`src/rtl/asyncram_pkg.sv`:
```
package asyncram_pkg;

  typedef enum logic [2:0] {
    ST_IDLE,
    ST_RD,
    ST_WSET,
    ST_WPULSE,
    ST_WHOLD,
    ST_TURN
  } seqState_t;

  // strobes from sequencer to datapath
  typedef struct packed {
    logic load;     // latch host request
    logic capture;  // sample read bus at this edge
    logic selOn;    // select RAM next cycle
    logic oeOn;     // output enable low next cycle
    logic weOn;     // write strobe low next cycle
    logic drvOn;    // drive bus next cycle
  } seqStrobes_t;

  // picoseconds to whole clock cycles, rounded up, minimum one
  function automatic int psToCycles(int ps, int clkPs);
    int c;
    c = (ps + clkPs - 1) / clkPs;
    return (c < 1) ? 1 : c;
  endfunction

endpackage

```
`src/rtl/asyncram_seq.sv`:
```
module asyncram_seq
  import asyncram_pkg::*;
#(
  parameter int AA_CYC       = 1,
  parameter int PULSE_CYC    = 1,
  parameter int OFF_CYC      = 1,
  parameter bit OE_LOW_WRITE = 1'b0,
  parameter int CNT_W        = 2
) (
  input  logic        clk,
  input  logic        rstN,
  input  logic        hostValid,
  input  logic        hostWrite,
  output logic        hostReady,
  output seqStrobes_t strobes
);

  seqState_t state, nextState;
  logic [CNT_W-1:0] elapsed, nextElapsed;

  always_comb begin
    nextState = state;
    unique case (state)
      ST_IDLE:   if (hostValid) nextState = hostWrite ? ST_WSET : ST_RD;
      ST_RD:     if (elapsed == CNT_W'(AA_CYC - 1)) nextState = ST_TURN;
      ST_WSET:   nextState = ST_WPULSE;
      ST_WPULSE: if (elapsed == CNT_W'(PULSE_CYC - 1))
                   nextState = OE_LOW_WRITE ? ST_TURN : ST_WHOLD;
      ST_WHOLD:  nextState = ST_IDLE;
      ST_TURN:   if (elapsed == CNT_W'(OFF_CYC - 1)) nextState = ST_IDLE;
      default:   nextState = ST_IDLE;
    endcase
    nextElapsed = (nextState != state) ? '0 : elapsed + 1'b1;
  end

  always_ff @(posedge clk or negedge rstN) begin
    if (!rstN) begin
      state   <= ST_IDLE;
      elapsed <= '0;
    end else begin
      state   <= nextState;
      elapsed <= nextElapsed;
    end
  end

  always_comb begin
    hostReady       = (state == ST_IDLE);
    strobes.load    = (state == ST_IDLE) && hostValid;
    strobes.capture = (state == ST_RD) && (elapsed == CNT_W'(AA_CYC - 1));
    strobes.selOn   = nextState inside {ST_RD, ST_WSET, ST_WPULSE, ST_WHOLD};
    strobes.oeOn    = (nextState == ST_RD) ||
                      (OE_LOW_WRITE && (nextState inside {ST_WSET, ST_WPULSE}));
    strobes.weOn    = (nextState == ST_WPULSE);
    strobes.drvOn   = (nextState == ST_WHOLD) ||
                      (!OE_LOW_WRITE && nextState == ST_WSET) ||
                      (nextState == ST_WPULSE &&
                       (!OE_LOW_WRITE || nextElapsed >= CNT_W'(OFF_CYC)));
  end

endmodule

```
`src/rtl/asyncram_dp.sv`:
```
module asyncram_dp
  import asyncram_pkg::*;
#(
  parameter int ADDR_W = 17,
  parameter int DATA_W = 8
) (
  input  logic              clk,
  input  logic              rstN,
  input  seqStrobes_t       strobes,
  input  logic [ADDR_W-1:0] hostAddr,
  input  logic [DATA_W-1:0] hostWdata,
  input  logic [DATA_W-1:0] memDataIn,
  output logic [ADDR_W-1:0] memAddr,
  output logic              memCe1N,
  output logic              memCe2,
  output logic              memWeN,
  output logic              memOeN,
  output logic [DATA_W-1:0] memDataOut,
  output logic              memDataOe,
  output logic [DATA_W-1:0] rdData,
  output logic              rdValid
);

  always_ff @(posedge clk or negedge rstN) begin
    if (!rstN) begin
      memAddr    <= '0;
      memDataOut <= '0;
      memCe1N    <= 1'b1;
      memCe2     <= 1'b0;
      memWeN     <= 1'b1;
      memOeN     <= 1'b1;
      memDataOe  <= 1'b0;
      rdData     <= '0;
      rdValid    <= 1'b0;
    end else begin
      if (strobes.load) begin
        memAddr    <= hostAddr;
        memDataOut <= hostWdata;
      end
      memCe1N   <= !strobes.selOn;
      memCe2    <= strobes.selOn;
      memWeN    <= !strobes.weOn;
      memOeN    <= !strobes.oeOn;
      memDataOe <= strobes.drvOn;
      rdValid   <= strobes.capture;
      if (strobes.capture) rdData <= memDataIn;
    end
  end

endmodule

```
`src/rtl/asyncram_ctrl.sv`:
```
module asyncram_ctrl
  import asyncram_pkg::*;
#(
  parameter int ADDR_W       = 17,
  parameter int DATA_W       = 8,
  parameter int CLK_PS       = 10000,
  parameter int T_AA_PS      = 10000,
  parameter int T_AOE_PS     = 6000,
  parameter int T_WP_PS      = 8000,
  parameter int T_OFF_PS     = 5000,
  parameter int T_DW_PS      = 6000,
  parameter bit OE_LOW_WRITE = 1'b0
) (
  input  logic              clk,
  input  logic              rstN,
  input  logic              hostValid,
  output logic              hostReady,
  input  logic              hostWrite,
  input  logic [ADDR_W-1:0] hostAddr,
  input  logic [DATA_W-1:0] hostWdata,
  output logic              rdValid,
  output logic [DATA_W-1:0] rdData,
  output logic [ADDR_W-1:0] memAddr,
  output logic              memCe1N,
  output logic              memCe2,
  output logic              memWeN,
  output logic              memOeN,
  output logic [DATA_W-1:0] memDataOut,
  output logic              memDataOe,
  input  logic [DATA_W-1:0] memDataIn
);

  localparam int AA_RAW    = psToCycles(T_AA_PS, CLK_PS);
  localparam int AOE_CYC   = psToCycles(T_AOE_PS, CLK_PS);
  localparam int AA_CYC    = (AA_RAW > AOE_CYC) ? AA_RAW : AOE_CYC;
  localparam int WP_CYC    = psToCycles(T_WP_PS, CLK_PS);
  localparam int OFF_CYC   = psToCycles(T_OFF_PS, CLK_PS);
  localparam int DW_CYC    = psToCycles(T_DW_PS, CLK_PS);
  localparam int STRETCH   = OFF_CYC + DW_CYC;
  localparam int PULSE_CYC = (OE_LOW_WRITE && STRETCH > WP_CYC) ? STRETCH : WP_CYC;
  localparam int MAX_A     = (AA_CYC > PULSE_CYC) ? AA_CYC : PULSE_CYC;
  localparam int MAX_CYC   = (MAX_A > OFF_CYC) ? MAX_A : OFF_CYC;
  localparam int CNT_W     = $clog2(MAX_CYC + 1);

  seqStrobes_t strobes;

  asyncram_seq #(
    .AA_CYC(AA_CYC), .PULSE_CYC(PULSE_CYC), .OFF_CYC(OFF_CYC),
    .OE_LOW_WRITE(OE_LOW_WRITE), .CNT_W(CNT_W)
  ) uSeq (
    .clk(clk), .rstN(rstN), .hostValid(hostValid), .hostWrite(hostWrite),
    .hostReady(hostReady), .strobes(strobes)
  );

  asyncram_dp #(.ADDR_W(ADDR_W), .DATA_W(DATA_W)) uDp (
    .clk(clk), .rstN(rstN), .strobes(strobes), .hostAddr(hostAddr),
    .hostWdata(hostWdata), .memDataIn(memDataIn), .memAddr(memAddr),
    .memCe1N(memCe1N), .memCe2(memCe2), .memWeN(memWeN), .memOeN(memOeN),
    .memDataOut(memDataOut), .memDataOe(memDataOe), .rdData(rdData),
    .rdValid(rdValid)
  );

endmodule

```
`config.mk`:
```
export PLATFORM = sky130hd
export DESIGN_NAME = asyncram_ctrl
export DESIGN_NICKNAME = d
export VERILOG_FILES = /design/src/rtl/asyncram_pkg.sv /design/src/rtl/asyncram_seq.sv /design/src/rtl/asyncram_dp.sv /design/src/rtl/asyncram_ctrl.sv
export SDC_FILE = /design/constraint.sdc
export NUM_CORES = 1
export LEC_CHECK = 0
export BUFFER_PORTS_ARGS = -buffer_cell sky130_fd_sc_hd__buf_4
export CORE_ASPECT_RATIO = 0.9
export CORE_MARGIN = 5
export CORE_UTILIZATION = 50
export DETAILED_ROUTE_END_ITERATION = 7
export PLACE_DENSITY = 0.84
export SYNTH_ARGS = -nofsm -noshare
export SYNTH_HDL_FRONTEND = slang
export SYNTH_HIERARCHICAL = 1
export SYNTH_SLANG_ARGS = --single-unit
```
`constraint.sdc`:
```
create_clock -name clk -period 3.3 [get_ports clk]
set_clock_uncertainty 0.2 [all_clocks]
set_input_delay 0 -clock clk [delete_from_list [all_inputs] [get_ports clk]]
set_output_delay 0 -clock clk [all_outputs]
set_load 0.005 [all_outputs]
```
==> impl_metrics.json, run 1 <==
{
  "drtIter0Drc": 48,
  "routed_wl_mm": 4.55,
  "ir_drop_uv": 482,
  "power_frac_comb_pct": 45.7,
  "finalCritPeriodShare_pct": 65.3,
  "nets": 262,
  "path_cells": "inv_2, nor4_2, mux2_2",
  "p_leak_nw": 1.34,
  "swShare_pct": 30.2,
  "crit_type": "reg2reg",
  "synth.avg_cell_area_um2": 15.9,
  "p_int_mw": 1.67,
  "relSlewSlack_pct": 38.8,
  "num_vias": 1300,
  "setup_tns_ns": 0,
  "areaGrowthSynthToFinish_pct": 56.4,
  "initial_utilization_pct": 52.2,
  "postRouteAntennaNets": 0,
  "required_ns": 3.27,
  "wl_per_cell_um": 16.8,
  "synth.distinct_cells": 24,
  "htree_levels": 2,
  "fmax_mhz": 464,
  "layout_common_cells": "buf_4 (77), dfrtp_1 (40), dlygate4sd3_1 (36)",
  "worstReg2RegStart": "uSeq/state[0]",
  "synthesis.nets": 149,
  "die_h_um": 66.6,
  "cts_tree": "built",
  "end_kind": "flop",
  "grt_overflow": 0,
  "cts_buffer_depth": 2,
  "drive_above_1_share_pct": 55.3,
  "yosysSeqAreaShare_pct": 60.7,
  "rsz0062_at_grt": "no",
  "viasPerCell": 4.81,
  "firstDrtPassIters": 4,
  "die_w_um": 72.9,
  "clk_pin_slew_worst_paths_ns": 0.07,
  "power_density_nw_per_um2": 860,
  "antenna_found_initial": 0,
  "holdCritPathClass": "in2async",
  "fin_area_um2": 2780,
  "gp_congestion": 0.792,
  "worstMarginPinSlew_ns": 0.911,
  "syn_inst": 112,
  "grt_util_all_layers_pct": 19.5,
  "hpwl_mm": 2.58,
  "final_common_cell": "buf_4",
  "p_clk_share_pct": 12.8,
  "grt_pass1_vias": 1421,
  "placed_area_um2": 2340,
  "clk_latency_ns": 0.28,
  "numCtsBuffers": 5,
  "grt_first_pass_wirelength_mm": 6.96,
  "cts_sinks": 43,
  "p_switching_mw": 0.721,
  "status": "finished, final reports clean",
  "finalHoldViolations": 0,
  "critPathMaxFanout": 10,
  "setup_viol": 0,
  "worst_slack_ns": 1.14,
  "antenna_cells": 0,
  "cap_violations": 0,
  "final.min_clock_period_ns": 2.16,
  "setup.worst_path.start_class": "flop",
  "syn_area_um2": 1780,
  "seqPwrFrac_pct": 41.5,
  "root_buffer": "clkbuf_8",
  "reg2regPathDepth": 3,
  "port-buffer-count": 76,
  "preCtsSetupSlack_ns": 1.18,
  "pin_count": 77,
  "r2r_end": "uDp/rdData[5]",
  "cp.arrival_ns": 2.13,
  "yosysWarningCount": 6,
  "worst_path_largest_cell_delay_ns": 0.79,
  "grt_max_degree": 44,
  "rrSetupSlack_ns": 1.14,
  "crit_slowest_cell": "nor4_2",
  "drv_slew": 0,
  "dieArea_um2": 4850,
  "drc_errors": 0,
  "core_area_um2": 3400,
  "rows": 20,
  "ys_ff_latch": 43
}
==> area by class of cell <==
type	count	area (um2)
multi-input combinational	57	608
timing repair buffer	113	938
tap	44	55.1
inverter	5	18.8
clock buffer	7	76.3
sequential	43	1080
clock inverter	1	5.00
fill	187	622
==> what timing repair did <==
action                    in CTS  in global routing
hold endpoints to repair      81                  0
hold buffers                  36                  0
resized for setup              0                  0
buffers inserted               0                  0
==> Yosys cell counts <==
master	number	share of area, %
a22oi_1	1	0.42
o21a_1	2	0.84
nor2_1	5	1.1
nor2b_2	1	0.49
buf_2	3	0.84
inv_1	4	0.84
buf_12	2	2.3
buf_6	2	1.3
nor3_2	2	1.1
nor4_1	1	0.35
dfstp_2	3	4.4
mux2_4	20	17
o21ai_1	1	0.28
nand2_1	2	0.42
and2_1	1	0.35
inv_2	1	0.21
nor2b_4	1	0.77
nor3_1	1	0.28
nor4b_1	1	0.49
dfrtp_1	40	56
a21oi_1	2	0.56
mux2_2	13	8.2
a21boi_0	1	0.42
a211oi_1	2	0.84
==> critical path: cells and delay by family (launching register included) <==
kind                   cells  cell delay, ns
and+or+nand+nor            1            0.79
muxes                      1            0.42
DFF                        1            0.55
buffers and inverters      1            0.08
==> power by group through the flow <==
| stage | Sequential, mW | Combinational, mW | Clock, mW |
|---|---|---|---|
| global route | 1.02 | 1.17 | 0.343 |
| CTS | 0.980 | 1.09 | 0.316 |
| detailed placement | 0.990 | 1.04 | 0 |
| finish | 0.992 | 1.09 | 0.306 |
| global placement | 0.972 | 1.03 | 0 |
| floorplan | 0.953 | 0.619 | 0 |
==> registers in the layout, summed over array words and instances, names as in the netlist <==
register	cells
uDp/rdValid	1
uDp/memDataOe	1
uDp/memCe2	1
uSeq/state	3
uDp/rdData	8
uDp/memAddr	17
uSeq/elapsed	1
uDp/memOeN	1
uDp/memWeN	1
uDp/memDataOut	8
uDp/memCe1N	1
==> routing by layer <==
| metal | up-vias | global-route usage (%) | wire length (um) |
|---|---|---|---|
| met5 | - | 0 | 0 |
| met4 | 0 | 7.37 | 82 |
| met3 | 8 | 5.73 | 372 |
| met2 | 62 | 35.0 | 2320 |
| met1 | 623 | 21.5 | 1770 |
| li1 | 607 | - | - |
==> worst max path at each step <==
| stage | startpoint | end |
|---|---|---|
| floorplan | uSeq/state[1] | uDp/memAddr[0] |
| finish | uSeq/state[0] | uDp/rdData[5] |
| CTS | uSeq/state[0] | uDp/rdData[5] |
| global route | uSeq/state[0] | uDp/rdData[5] |
| global placement | uSeq/state[0] | uDp/rdData[1] |
| detailed placement | uSeq/state[0] | uDp/rdData[5] |
==> stage by stage <==
step / utilization, % / total power [mW] / std cells / hold slack (ns)
2_1_floorplan: - / 1.57 / 112 / -0.496
3_3_place_gp: 68.8 / 2.00 / 226 / -0.200
3_5_place_dp: 68.8 / 2.03 / 226 / -0.190
4_1_cts: 81.7 / 2.38 / 270 / 0.0453
5_1_grt: 81.7 / 2.53 / 270 / 0.0876
6_report: 81.7 / 2.39 / 270 / 0.0380
==> cell families after synthesis <==
family	Yosys count	share of synthesized area (%)
flops	43	60.7
mux	33	25.1
simple gates	15	5.35
buf+inv	12	5.42
compound gates	9	3.38
No activity file was read; power rests on OpenSTA's default activity.
==> run 2, diff against run 1 <==
- CORE_UTILIZATION: 50 -> 46
- PLACE_DENSITY: 0.84 -> 0.78
- clock period: 3.3 -> 2.15 ns (I/O delays scaled with it)
==> run 2 against run 1 <==
Critical path type unchanged. Non-clock buffer count rose by 1. Hold slack better by 0.0052 ns. Die area grew 7.4%. Critical path depth increased by 1. Routed wire length about the same. Combinational power rose by 57%. Fmax increased by 19%.
==> impl_metrics.json, run 2 (same netlist as run 1, synthesis figures left out) <==
{
  "reg_top3": "uDp/memAddr: 17 flops, uDp/memDataOut: 8 flops, uDp/rdData: 8 flops",
  "r2r_end": "uDp/memDataOut[7]",
  "postRouteAntennaNets": 0,
  "die_w_um": 75.5,
  "p_clk_share_pct": 14.9,
  "pin_count": 77,
  "cp.arrival_ns": 1.80,
  "dieArea_um2": 5210,
  "fin_area_um2": 2830,
  "grt_overflow": 0,
  "clk_pin_slew_worst_paths_ns": 0.08,
  "routed_wl_mm": 4.55,
  "areaGrowthSynthToFinish_pct": 59.0,
  "finish.utilization_pct": 75.8,
  "status": "finished, final reports clean",
  "cts_buffer_depth": 2,
  "hpwl_mm": 2.83,
  "setup.worst_path.start_class": "flop",
  "finalHoldViolations": 0,
  "rrSetupSlack_ns": 0.34,
  "drtIter0Drc": 54,
  "setup_viol": 0,
  "grt_max_degree": 44,
  "antenna_found_initial": 0,
  "grt_pass1_vias": 1418,
  "numCtsBuffers": 5,
  "drc_errors": 0,
  "power_frac_comb_pct": 45.1,
  "relSlewSlack_pct": 66.0,
  "worstMarginPinSlew_ns": 0.510,
  "cap_violations": 0,
  "required_ns": 2.14,
  "final.min_clock_period_ns": 1.81,
  "viasPerCell": 4.71,
  "reg2regPathDepth": 4,
  "seqPwrFrac_pct": 40.1,
  "p_total_mw": 3.80,
  "clk_latency_ns": 0.29,
  "num_vias": 1287,
  "ir_drop_uv": 629,
  "setup_tns_ns": 0,
  "swShare_pct": 30.2,
  "crit_type": "reg2reg",
  "fmax_mhz": 551,
  "fin_cells": 273,
  "htree_levels": 2,
  "firstDrtPassIters": 4,
  "dp_cells": 229,
  "root_buffer": "clkbuf_8",
  "nets": 263,
  "core_area_um2": 3730,
  "initial_utilization_pct": 47.7,
  "grt_first_pass_wirelength_mm": 6.91,
  "rows": 21,
  "p_switching_mw": 1.15,
  "cts_sinks": 43,
  "critPathMaxFanout": 25,
  "post_cts_resized": 0,
  "rsz0062_at_grt": "no",
  "gp_congestion": 0.770,
  "finalCritPeriodShare_pct": 84.4,
  "end_kind": "flop",
  "power_density_nw_per_um2": 1350,
  "p_int_mw": 2.66,
  "holdCritPathClass": "in2async",
  "die_h_um": 69.0,
  "drv_slew": 0,
  "p_leak_nw": 1.35,
  "drive_above_1_share_pct": 56.4,
  "layout_common_cells": "buf_4 (77), dfrtp_1 (40), dlygate4sd3_1 (36)",
  "final_common_cell": "buf_4",
  "port-buffer-count": 76,
  "largest_register": "uDp/memAddr",
  "placed_area_um2": 2360,
  "worstReg2RegStart": "uSeq/state[1]",
  "antenna_cells": 0,
  "largest_register_ffs": 17,
  "wl_per_cell_um": 16.7,
  "grt_util_all_layers_pct": 18.6,
  "cts_tree": "built"
}
==> run 2: changes by cell type in the layout (fill, tap and decap cells not counted), sizes merged <==
cell / before / now
clkinvlp: 0 / 1
clkinv: 1 / 0
buf: 77 / 78
==> run 2: timing repair <==
| item | in CTS | in global routing |
|---|---|---|
| hold endpoints to repair | 81 | 0 |
| setup buffers | 0 | 0 |
| hold buffers | 36 | 0 |
==> run 2: final cells by class <==
type / instances / area [um2]
Clock buffer: 7 / 96.3
Clock inverter: 1 / 7.51
Fill cell: 232 / 905
Inverter: 5 / 18.8
Multi-Input combinational cell: 57 / 608
Sequential cell: 43 / 1080
Tap cell: 46 / 57.6
Timing Repair Buffer: 114 / 958
==> run 2: per-stage QoR <==
step,setup WS [ns],hold WS [ns]
after floorplan,0.403,-0.496
after global placement,0.397,-0.197
after detailed placement,0.347,-0.186
after CTS,0.332,0.0265
after global routing,0.273,0.0895
final,0.336,0.0432
==> run 2: critical path, cell delays in order, from the launching register on <==
cell and delay [ns]:
dfrtp_1 0.50, nor3_2 0.24, and2_1 0.19, buf_12 0.22
mux2_2 0.36
==> run 2: per-layer routing <==
layer  global-route usage, %  up-vias  wire length (um)  part of all wire, %
li1                        -      606                 -                    -
met1                    19.3      615              1670                   37
met2                    34.1       60              2330                   51
met3                    7.97        6               501                   11
met4                    5.24        0                46                  1.0
met5                       0        -                 0                    0
==> run 2: how the worst max path moves through the flow <==
stage	cells past startpoint	slack (ns)	start	to
4_1_cts	4	0.33	uSeq/state[1]	uDp/memDataOut[7]
6_report	4	0.34	uSeq/state[1]	uDp/memDataOut[7]
3_5_place_dp	4	0.35	uSeq/state[1]	uDp/memDataOut[7]
5_1_grt	4	0.27	uSeq/state[1]	uDp/memDataOut[7]
2_1_floorplan	6	0.40	uSeq/state[1]	uDp/memAddr[0]
3_3_place_gp	4	0.40	uSeq/state[1]	uDp/memDataOut[7]
==> run 2: power groups by stage <==
| stage | clock network [mW] | registers [mW] | logic (mW) |
|---|---|---|---|
| 2_1_floorplan | 0 | 1.46 | 0.951 |
| 3_3_place_gp | 0 | 1.49 | 1.61 |
| 3_5_place_dp | 0 | 1.52 | 1.65 |
| 4_1_cts | 0.582 | 1.51 | 1.72 |
| 5_1_grt | 0.613 | 1.57 | 1.85 |
| 6_report | 0.565 | 1.52 | 1.71 |
